`config.mk`:
```
export PLATFORM = sky130hd
export DESIGN_NAME = spim_top
export DESIGN_NICKNAME = d
export VERILOG_FILES = /design/src/rtl/spim_pkg.sv /design/src/rtl/spim_ctrl.sv /design/src/rtl/spim_datapath.sv /design/src/rtl/spim_top.sv
export SDC_FILE = /design/constraint.sdc
export NUM_CORES = 1
export LEC_CHECK = 0
export BUFFER_PORTS_ARGS = -buffer_cell sky130_fd_sc_hd__buf_2
export CAP_MARGIN = 15
export CORE_MARGIN = 2
export CORE_UTILIZATION = 56
export DETAILED_ROUTE_END_ITERATION = 10
export GPL_ROUTABILITY_DRIVEN = 0
export PLACE_DENSITY_LB_ADDON = 0.15
export SKIP_CTS_REPAIR_TIMING = 1
export SLEW_MARGIN = 10
export SYNTH_ARGS = -nofsm -noshare
export SYNTH_HDL_FRONTEND = slang
export SYNTH_SLANG_ARGS = --single-unit
```
`constraint.sdc`:
```
create_clock -name clk -period 4.4 [get_ports clk]
set_input_delay 0.22 -clock clk [delete_from_list [all_inputs] [get_ports clk]]
set_output_delay 0.22 -clock clk [all_outputs]
set_load 0.05 [all_outputs]
```
`src/rtl/spim_pkg.sv`:
```
package spim_pkg;

  localparam int ADDR_CFG   = 0;
  localparam int ADDR_CTL   = 1;
  localparam int ADDR_TX    = 2;
  localparam int ADDR_RX    = 3;
  localparam int ADDR_CAUSE = 4;

  localparam int CFG_WIDE_BIT = 5;
  localparam int CFG_LATE_BIT = 14;

  localparam logic [4:0] CODE_RESET = 5'h12;

  typedef struct packed {
    logic load;    // capture transmit word, latch frame options
    logic sample;  // nominal MISO sample point (rising SCK)
    logic shift;   // falling SCK: advance shift register
    logic finish;  // last falling edge of the frame
  } spimStrobes_t;

  // Half SCK period in system clocks; illegal codes clamp to the slowest rate.
  function automatic logic [3:0] halfFromCode(input logic [4:0] code);
    if (code[4] && (code[3:0] >= 4'd2)) return code[3:0];
    return 4'd15;
  endfunction

endpackage

```
`src/rtl/spim_ctrl.sv`:
```
module spim_ctrl
  import spim_pkg::*;
#(
  parameter int FRAME_W = 16,
  parameter int HALF_W  = 4
) (
  input  logic              clk,
  input  logic              rstN,
  input  logic              startReq,
  input  logic [HALF_W-1:0] halfIn,
  input  logic              wideIn,
  output spimStrobes_t      strb,
  output logic              sckOut,
  output logic              busy
);

  localparam int BIT_W = $clog2(FRAME_W);
  localparam logic [BIT_W-1:0] LAST_WIDE   = BIT_W'(FRAME_W - 1);
  localparam logic [BIT_W-1:0] LAST_NARROW = BIT_W'(FRAME_W / 2 - 1);

  typedef enum logic [1:0] {ST_IDLE, ST_LOW, ST_HIGH} ctrlState_t;

  ctrlState_t        state;
  logic [HALF_W-1:0] halfCnt;
  logic [HALF_W-1:0] halfLat;
  logic [BIT_W-1:0]  bitCnt;

  always_comb begin
    strb        = '0;
    strb.load   = (state == ST_IDLE) && startReq;
    strb.sample = (state == ST_LOW) && (halfCnt == '0);
    strb.shift  = (state == ST_HIGH) && (halfCnt == '0);
    strb.finish = strb.shift && (bitCnt == '0);
  end

  assign busy = (state != ST_IDLE);

  always_ff @(posedge clk or negedge rstN) begin
    if (!rstN) begin
      state   <= ST_IDLE;
      halfCnt <= '0;
      halfLat <= '0;
      bitCnt  <= '0;
      sckOut  <= 1'b0;
    end else begin
      unique case (state)
        ST_IDLE: begin
          if (startReq) begin
            state   <= ST_LOW;
            halfLat <= halfIn;
            halfCnt <= halfIn - HALF_W'(1);
            bitCnt  <= wideIn ? LAST_WIDE : LAST_NARROW;
          end
        end
        ST_LOW: begin
          if (halfCnt == '0) begin
            sckOut  <= 1'b1;
            state   <= ST_HIGH;
            halfCnt <= halfLat - HALF_W'(1);
          end else begin
            halfCnt <= halfCnt - HALF_W'(1);
          end
        end
        ST_HIGH: begin
          if (halfCnt == '0) begin
            sckOut <= 1'b0;
            if (bitCnt == '0) begin
              state <= ST_IDLE;
            end else begin
              bitCnt  <= bitCnt - BIT_W'(1);
              state   <= ST_LOW;
              halfCnt <= halfLat - HALF_W'(1);
            end
          end else begin
            halfCnt <= halfCnt - HALF_W'(1);
          end
        end
        default: state <= ST_IDLE;
      endcase
    end
  end

endmodule

```
`src/rtl/spim_datapath.sv`:
```
module spim_datapath
  import spim_pkg::*;
#(
  parameter int ADDR_W  = 3,
  parameter int DATA_W  = 32,
  parameter int FRAME_W = 16
) (
  input  logic              clk,
  input  logic              rstN,
  input  logic [ADDR_W-1:0] regAddr,
  input  logic              regWrEn,
  input  logic [DATA_W-1:0] regWrData,
  output logic [DATA_W-1:0] regRdData,
  input  spimStrobes_t      strb,
  input  logic              busy,
  input  logic              misoIn,
  output logic              mosiOut,
  output logic              csN,
  output logic              startReq,
  output logic [3:0]        halfOut,
  output logic              wideOut,
  output logic              doneFlag
);

  localparam int HALF_FRAME = FRAME_W / 2;

  logic [4:0]         prescaleCode;
  logic               wideMode;
  logic               lateSample;
  logic               csEnable;
  logic [FRAME_W-1:0] rxWord;
  logic [FRAME_W-1:0] shiftReg;
  logic [FRAME_W-1:0] nextShift;
  logic               misoHold;
  logic               sampleDly;
  logic               wideLat;
  logic               lateLat;
  logic               captureNow;

  logic cfgWrite, ctlWrite, causeWrite;

  assign cfgWrite   = regWrEn && (regAddr == ADDR_W'(ADDR_CFG));
  assign ctlWrite   = regWrEn && (regAddr == ADDR_W'(ADDR_CTL));
  assign causeWrite = regWrEn && (regAddr == ADDR_W'(ADDR_CAUSE));
  assign startReq   = regWrEn && (regAddr == ADDR_W'(ADDR_TX));

  assign halfOut = halfFromCode(prescaleCode);
  assign wideOut = wideMode;
  assign csN     = ~csEnable;

  assign nextShift  = {shiftReg[FRAME_W-2:0], misoHold};
  assign captureNow = lateLat ? sampleDly : strb.sample;

  // MOSI tap depends on latched frame width.
  generate
    if (FRAME_W > 1) begin : g_tap
      assign mosiOut = wideLat ? shiftReg[FRAME_W-1] : shiftReg[HALF_FRAME-1];
    end
  endgenerate

  // Configuration, control and cause registers
  always_ff @(posedge clk or negedge rstN) begin
    if (!rstN) begin
      prescaleCode <= CODE_RESET;
      wideMode     <= 1'b1;
      lateSample   <= 1'b0;
      csEnable     <= 1'b0;
      doneFlag     <= 1'b0;
    end else begin
      if (cfgWrite) begin
        prescaleCode <= regWrData[4:0];
        wideMode     <= regWrData[CFG_WIDE_BIT];
        lateSample   <= regWrData[CFG_LATE_BIT];
      end
      if (ctlWrite) csEnable <= regWrData[0];
      if (strb.finish) doneFlag <= 1'b1;
      else if (causeWrite && (regWrData == '0)) doneFlag <= 1'b0;
    end
  end

  // Shift path
  always_ff @(posedge clk or negedge rstN) begin
    if (!rstN) begin
      shiftReg  <= '0;
      rxWord    <= '0;
      misoHold  <= 1'b0;
      sampleDly <= 1'b0;
      wideLat   <= 1'b1;
      lateLat   <= 1'b0;
    end else begin
      sampleDly <= strb.sample;
      if (captureNow) misoHold <= misoIn;
      if (strb.load) begin
        shiftReg <= regWrData[FRAME_W-1:0];
        wideLat  <= wideMode;
        lateLat  <= lateSample;
      end else if (strb.shift) begin
        shiftReg <= nextShift;
      end
      if (strb.finish) begin
        rxWord <= wideLat ? nextShift
                          : {{HALF_FRAME{1'b0}}, nextShift[HALF_FRAME-1:0]};
      end
    end
  end

  // Read mux
  always_comb begin
    regRdData = '0;
    unique case (int'(regAddr))
      ADDR_CFG: begin
        regRdData[4:0]          = prescaleCode;
        regRdData[CFG_WIDE_BIT] = wideMode;
        regRdData[CFG_LATE_BIT] = lateSample;
      end
      ADDR_CTL: begin
        regRdData[0] = csEnable;
        regRdData[1] = busy;
      end
      ADDR_RX:    regRdData[FRAME_W-1:0] = rxWord;
      ADDR_CAUSE: regRdData[0] = doneFlag;
      default:    regRdData = '0;
    endcase
  end

endmodule

```
`src/rtl/spim_top.sv`:
```
module spim_top
  import spim_pkg::*;
#(
  parameter int ADDR_W  = 3,
  parameter int DATA_W  = 32,
  parameter int FRAME_W = 16
) (
  input  logic              clk,
  input  logic              rstN,
  input  logic [ADDR_W-1:0] regAddr,
  input  logic              regWrEn,
  input  logic [DATA_W-1:0] regWrData,
  output logic [DATA_W-1:0] regRdData,
  output logic              sckOut,
  output logic              mosiOut,
  input  logic              misoIn,
  output logic              csN
);

  spimStrobes_t strbW;
  logic         busyW;
  logic         startW;
  logic [3:0]   halfW;
  logic         wideW;
  logic         doneFlagW;

  spim_ctrl #(
    .FRAME_W(FRAME_W),
    .HALF_W (4)
  ) ctrl_i (
    .clk     (clk),
    .rstN    (rstN),
    .startReq(startW),
    .halfIn  (halfW),
    .wideIn  (wideW),
    .strb    (strbW),
    .sckOut  (sckOut),
    .busy    (busyW)
  );

  spim_datapath #(
    .ADDR_W (ADDR_W),
    .DATA_W (DATA_W),
    .FRAME_W(FRAME_W)
  ) dp_i (
    .clk      (clk),
    .rstN     (rstN),
    .regAddr  (regAddr),
    .regWrEn  (regWrEn),
    .regWrData(regWrData),
    .regRdData(regRdData),
    .strb     (strbW),
    .busy     (busyW),
    .misoIn   (misoIn),
    .mosiOut  (mosiOut),
    .csN      (csN),
    .startReq (startW),
    .halfOut  (halfW),
    .wideOut  (wideW),
    .doneFlag (doneFlagW)
  );

endmodule

```
==> flow_summary.toml, run 1 <==
[route]
drt_first_pass_iters = 4
ant_nets = 0
vias = 2464
drc = 0
wl_um = 7040
post_drt_wl_per_cell_um = 15.5
avgViaCountPerCell = 5.43
dr.first_iter.drc_count = 131

[critical_path]
crit_path_max_incr_delay_ns = 0.99
required_ns = 4.56
path_cells = "inv_1 -> ha_1 -> and2_1 -> a21oi_2 -> o21ai_0"
cp-start-kind = "register"
critPathArrivalTime_ns = 2.84
critPathBufInv = 1
reg2regPathDepth = 5
criticalPathCategory = "reg2reg"
rr_startpoint = "ctrl_i.state[0]$_DFFE_PN0P_"
slowest_stage = "a21oi_2"
worstReg2RegEnd = "dp_i.shiftReg[3]$_DFFE_PN0P_"
reg2reg_slack_ns = 1.72
crit_path_end_kind = "register"
critical_path_peak_fanout = 32
crit_family = "compound AO/OA/AOI/OAI gates"

[clock_network]
path_clk_slew_ns = 0.07
cts_buffers = 9
clockRootBuffer = "clkbuf_8"
cts_tree = "done"
clock_latency_ns = 0.34
cts_sinks = 60
cts-htree-levels = 3
clock_path_buffers = 2

[global_route]
grt.met2_usage = 0.362
grt_max_degree = 61
grt_pass1_wl_um = 11500
antenna_found_initial = 0
globalRoute.busiestLayer = "met2"
grt_usage = 0.242
grt_pass1_vias = 2269
met3_usage = 0.0396
gr-usage-met1 = 0.349
overflow = 0

[synth]
yosysTopAreaCell = "dfrtp_1"
synthDistinctLibCells = 43
ys_seq_area_frac = 0.470
syn-cell-area_um2 = 3200
synth.top_cell.area_share = 0.438
syn_inst = 325
syn_avg_cell_area_um2 = 9.86
yosysWarnings = 0
synth_seq_cells = 60
synthTopCellsByArea = "dfrtp_1 44%, mux2_2 6.3%, mux2i_1 5.6%"

[sta]
relSlewSlack = 0.249
setup_tns_ns = 0
worstMarginPinSlew_ns = 1.13
setup_violations = 0
max_freq_mhz = 373
rsz0062_at_grt = "no"
finalCritPeriodShare = 0.609
setup_slack_ns = 1.72
skew_ns = 0.0113
hold_viol_final = 0
slew_violations = 0
period_minus_slack_ns = 2.68

[die]
fp.dieW_um = 79.6
num_rows = 27
die_y_um = 79.6
io_pins = 74
start_util = 0.582
coreArea_um2 = 5510
die_area_um2 = 6340

[run_status]
outcome = "finished clean"

[power_and_ir_drop]
internal_power_uw = 1250
seqPwrFrac = 0.427
p_sw_uw = 596
p_per_area_nw_per_um2 = 500
leakagePower_uw = 0.00178
p_comb_frac = 0.239
switching_share = 0.322
vdd_ir_drop_max_mv = 0.414
power_frac_clock = 0.334

[layout]
fillers = 436
antenna_cells = 0
multi_input_area_um2 = 1530
nets = 422
regArea_um2 = 1510
areaGrowthSynthToFinish_pct = 15.6
drive_gt1_frac = 0.267

[placement]
dp_hpwl_um = 4960
pre_cts_ws_ns = 1.72
io_buffers = 57

[job]
drv_cap = 0

[hold_path]
worstHoldPathType = "in2async"
## cell type report
cell class                 count  area share
clock buffer                  12      0.0419
clock inverter                 4      0.0257
inverter                       8     0.00811
multi-input combinational    240       0.414
sequential                    60       0.407
tap                           72      0.0243
timing repair buffer          58      0.0791
## power groups by stage
stage | Sequential (uW) | Combinational, uW | Clock [uW]
finish | 789 | 442 | 619
global route | 806 | 495 | 653
CTS | 785 | 444 | 627
detailed placement | 795 | 438 | 0
global placement | 791 | 422 | 0
floorplan | 762 | 360 | 0
## Yosys cell counts (all sizes together)
cell type,count
ha,6
nand2b,7
a21oi,8
or3b,1
nand3,4
nor2,24
o32ai,3
a31oi,3
o21ai,28
nand4,2
mux2,19
nor4,8
and2,5
nand2,47
a21o,2
mux2i,18
dfrtp,56
and4bb,1
and3,11
o41ai,1
xor2,2
a22oi,6
nor2b,1
conb,1
dfstp,4
a211oi,2
nand3b,1
nor4b,3
nor4bb,1
o22a,3
clkbuf,11
o31ai,1
nor3,4
inv,8
buf,21
and3b,1
a2bb2oi,1
## cells in the final DEF, fill, tap and decap left out, types with 8 or more instances in the layout
| master | instances |
|---|---|
| nand2_1 | 47 |
| o21ai_0 | 28 |
| clkbuf_8 | 11 |
| inv_1 | 8 |
| conb_1 | 16 |
| dfrtp_1 | 56 |
| nor2_1 | 24 |
| buf_2 | 57 |
| mux2i_1 | 18 |
| and3_1 | 11 |
| mux2_2 | 18 |
## how the worst max path moves through the flow
stage | startpoint | end | slack (ns) | cells after the start
floorplan | regAddr[2] | regRdData[0] | 2.36 | 5
global placement | regAddr[2] | dp_i.shiftReg[5]$_DFFE_PN0P_ | 1.82 | 5
detailed placement | regAddr[2] | dp_i.shiftReg[9]$_DFFE_PN0P_ | 1.72 | 5
CTS | ctrl_i.state[0]$_DFFE_PN0P_ | dp_i.shiftReg[5]$_DFFE_PN0P_ | 1.73 | 5
global route | ctrl_i.state[0]$_DFFE_PN0P_ | dp_i.shiftReg[15]$_DFFE_PN0P_ | 1.46 | 5
finish | ctrl_i.state[0]$_DFFE_PN0P_ | dp_i.shiftReg[3]$_DFFE_PN0P_ | 1.72 | 5
## metal layers
metal	part of all wire	vias to the layer above
met5	0	-
met2	0.43	100
li1	-	1212
met1	0.47	1147
met4	0.0097	0
met3	0.083	5
## worst register-to-register path, cell delays in order, from the launching register on
cell and delay, ns:
dfrtp_1 0.41, inv_1 0.08, ha_1 0.26, and2_1 0.52, a21oi_2 0.99, o21ai_0 0.25
## per-stage QoR
step | cells | cell area (um2) | utilization | power (uW) | hold slack (ns)
after floorplan | 340 | 3260 | - | 1120 | -0.0756
after global placement | 438 | 3450 | 0.627 | 1210 | 0.422
after detailed placement | 438 | 3450 | 0.627 | 1230 | 0.418
after CTS | 454 | 3700 | 0.673 | 1860 | 0.0574
after global routing | 454 | 3700 | 0.673 | 1950 | 0.0975
final | 454 | 3700 | 0.673 | 1850 | 0.0249
## registers in the layout (all words and copies together) (netlist names), 2 cells and up
| signal | flops |
|---|---|
| dp_i.rxWord | 16 |
| dp_i.shiftReg | 16 |
| dp_i.prescaleCode | 5 |
| ctrl_i.bitCnt | 4 |
| ctrl_i.halfCnt | 4 |
| ctrl_i.halfLat | 4 |
| ctrl_i.state | 2 |
## cells by family (layout without fill, tap and decap cells)
kind of cell | count (synthesis) | in the layout | synth area share
muxes | 37 | 37 | 0.124
DFF | 60 | 60 | 0.470
and+or+nand+nor | 121 | 121 | 0.195
adders and majority gates | 6 | 6 | 0.0234
xor gates and xnor gates | 2 | 2 | 0.00547
other | 1 | 16 | 0.00117
buffers and inverters | 40 | 82 | 0.0695
AOI/OAI and AO/OA | 58 | 58 | 0.111
Note: power is estimated with default switching activity, not from simulation.
==> run 2, diff against run 1 <==
- ABC_AREA: not set -> 1
- CORE_UTILIZATION: 56 -> 49
- clock period: 4.4 -> 2.2 ns (I/O delays scaled with it)
==> run 2 against run 1 <==
Net effect:
- worst setup slack worse by 1.4 ns
- sequential power up 120%
- total power up 120%
- largest power group unchanged
==> flow_summary.toml, run 2 <==
[synth]
synth.top_cell.area_share = 0.433
yosysWarnings = 0
synth_seq_cells = 60
synth_commonest_cells = "80 x nand2_1, 56 x dfrtp_1, 54 x inv_1"
synth_edf_count = 0
synth_flop_cell = "dfrtp_1"
synthTopCellsByArea = "dfrtp_1 43%, nand2_1 9.3%, o21ai_0 7.0%"
synthDistinctLibCells = 34
ys_seq_area_frac = 0.465
synth-async-reset-ratio = 1.00
syn-cell-area_um2 = 3240
syn_inst = 412
syn_avg_cell_area_um2 = 7.86
yosysTopAreaCell = "dfrtp_1"
yosysMostFrequentCell = "nand2_1"

[sta]
period_minus_slack_ns = 1.89
worstMarginPinSlew_ns = 0.623
whs_ns = 0.0185
max_freq_mhz = 528
finalCritPeriodShare = 0.860
setup_violations = 0
rsz0062_at_grt = "no"
skew_ns = 0.00838
slew_violations = 0
relSlewSlack = 0.584
hold_viol_final = 0
setup_tns_ns = 0

[die]
start_util = 0.507
die_area_um2 = 7270
die_y_um = 85.3
num_rows = 29
fp.dieW_um = 85.3
io_pins = 74
coreArea_um2 = 6390

[placement]
dp_cells = 537
io_buffers = 57
dp_hpwl_um = 5620

[route]
vias = 2823
post_drt_wl_per_cell_um = 14.0
wl_um = 7750
drt_first_pass_iters = 5
dr.first_iter.drc_count = 143
avgViaCountPerCell = 5.10
drc = 0
ant_nets = 0

[clock_network]
path_clk_slew_ns = 0.07
cts_buffers = 9
cts_sinks = 60
clock_latency_ns = 0.34
clockRootBuffer = "clkbuf_8"
cts_tree = "done"
cts-htree-levels = 3
clock_path_buffers = 2

[critical_path]
slowest_stage = "dfrtp_1"
criticalPathCategory = "reg2reg"
worstReg2RegEnd = "ctrl_i.halfCnt[2]$_DFFE_PN0P_"
crit_path_end_kind = "register"
crit_path_max_incr_delay_ns = 0.37
critical_path_peak_fanout = 7
path_cells = "inv_1 -> ha_1 -> inv_1 -> nor2_1 -> o21ai_0 -> nand2_1 -> ha_1 -> xor2_1 -> a21oi_1"
required_ns = 2.46
reg2reg_slack_ns = 0.31
cp-start-kind = "register"
critPathBufInv = 2
rr_startpoint = "ctrl_i.state[0]$_DFFE_PN0P_"
critPathArrivalTime_ns = 2.16
reg2regPathDepth = 9
crit_family = "adder cells"

[global_route]
grt_pass1_wl_um = 12700
gr-usage-met1 = 0.307
grt_pass1_vias = 2697
grt_max_degree = 35
grt_usage = 0.225
met3_usage = 0.0389
grt.met2_usage = 0.361
globalRoute.busiestLayer = "met2"
overflow = 0
antenna_found_initial = 0

[layout]
fin_cells = 553
antenna_cells = 0
drive_gt1_frac = 0.200
nets = 517
areaGrowthSynthToFinish_pct = 15.9
fillers = 608
regArea_um2 = 1510
multi_input_area_um2 = 1350
final_common_cell = "nand2_1"
final_cell_mix = "80 x nand2_1, 57 x buf_2, 56 x dfrtp_1, 54 x inv_1, 45 x o21ai_0"
top_regs = "dp_i.rxWord (16), dp_i.shiftReg (16), dp_i.prescaleCode (5)"

[hold_path]
holdPathEnd = "dp_i.shiftReg[15]$_DFFE_PN0P_"
worstHoldStart = "regWrData[15]"
worstHoldPathType = "in2reg"
hold_path_depth = 3

[run_status]
outcome = "finished clean"

[power_and_ir_drop]
leakagePower_uw = 0.00193
p_per_area_nw_per_um2 = 1070
vdd_ir_drop_max_mv = 0.585

[job]
drv_cap = 0
## run 2: worst max path at each step
stage | from | to | slack, ns | depth (start not counted)
3_3_place_gp | ctrl_i.state[0]$_DFFE_PN0P_ | ctrl_i.halfCnt[2]$_DFFE_PN0P_ | 0.46 | 9
5_1_grt | ctrl_i.state[0]$_DFFE_PN0P_ | ctrl_i.halfCnt[2]$_DFFE_PN0P_ | 0.16 | 9
2_1_floorplan | regAddr[1] | regRdData[0] | 0.53 | 4
6_report | ctrl_i.state[0]$_DFFE_PN0P_ | ctrl_i.halfCnt[2]$_DFFE_PN0P_ | 0.31 | 9
3_5_place_dp | ctrl_i.state[0]$_DFFE_PN0P_ | ctrl_i.halfCnt[2]$_DFFE_PN0P_ | 0.41 | 9
4_1_cts | ctrl_i.state[0]$_DFFE_PN0P_ | ctrl_i.halfCnt[2]$_DFFE_PN0P_ | 0.32 | 9
## run 2: worst reg2reg max path, stage by stage, from the launching register on
cell and delay [ns]:
dfrtp_1 0.37, inv_1 0.08, ha_1 0.31, inv_1 0.20, nor2_1 0.06, o21ai_0 0.10, nand2_1 0.17, ha_1 0.24
xor2_1 0.16, a21oi_1 0.13
## run 2: metal layers
metal / share of wire / up-vias
met1: 0.47 / 1302
met4: 0.017 / 0
met2: 0.46 / 90
met5: 0 / -
li1: - / 1415
met3: 0.052 / 16
## run 2: final cells by class
class                   count  area share
flip-flops and latches     60       0.401
multi-input cells         280       0.359
repair buffers             62      0.0900
inverters                  59      0.0617
clock inverters             3      0.0183
well taps                  77      0.0257
clock buffers              12      0.0440
## run 2: through the flow
step | setup slack, ns | total power, uW | util | area [um2]
after floorplan | 0.525 | 2550 | - | 3290
after global placement | 0.461 | 2820 | 0.549 | 3510
after detailed placement | 0.413 | 2860 | 0.549 | 3510
after CTS | 0.323 | 4030 | 0.586 | 3740
after global routing | 0.164 | 4280 | 0.588 | 3750
final | 0.308 | 4020 | 0.588 | 3750
## run 2: cells by family (layout without fill, tap and decap cells)
kind of cell	count (synthesis)	after routing	share of synthesized area
AO/OA/AOI/OAI	91	91	0.148
other	1	16	0.00116
buffers and inverters	87	136	0.136
flip-flops	60	60	0.465
adder cells (fa/ha/maj)	6	6	0.0232
AND/OR/NAND/NOR	165	165	0.220
XOR/XNOR	2	2	0.00541
## run 2: where the power goes
part | internal (uW) | switching, uW
registers | 1450 | 269
logic | 372 | 767
clock network | 726 | 435
total | 2540 | 1470
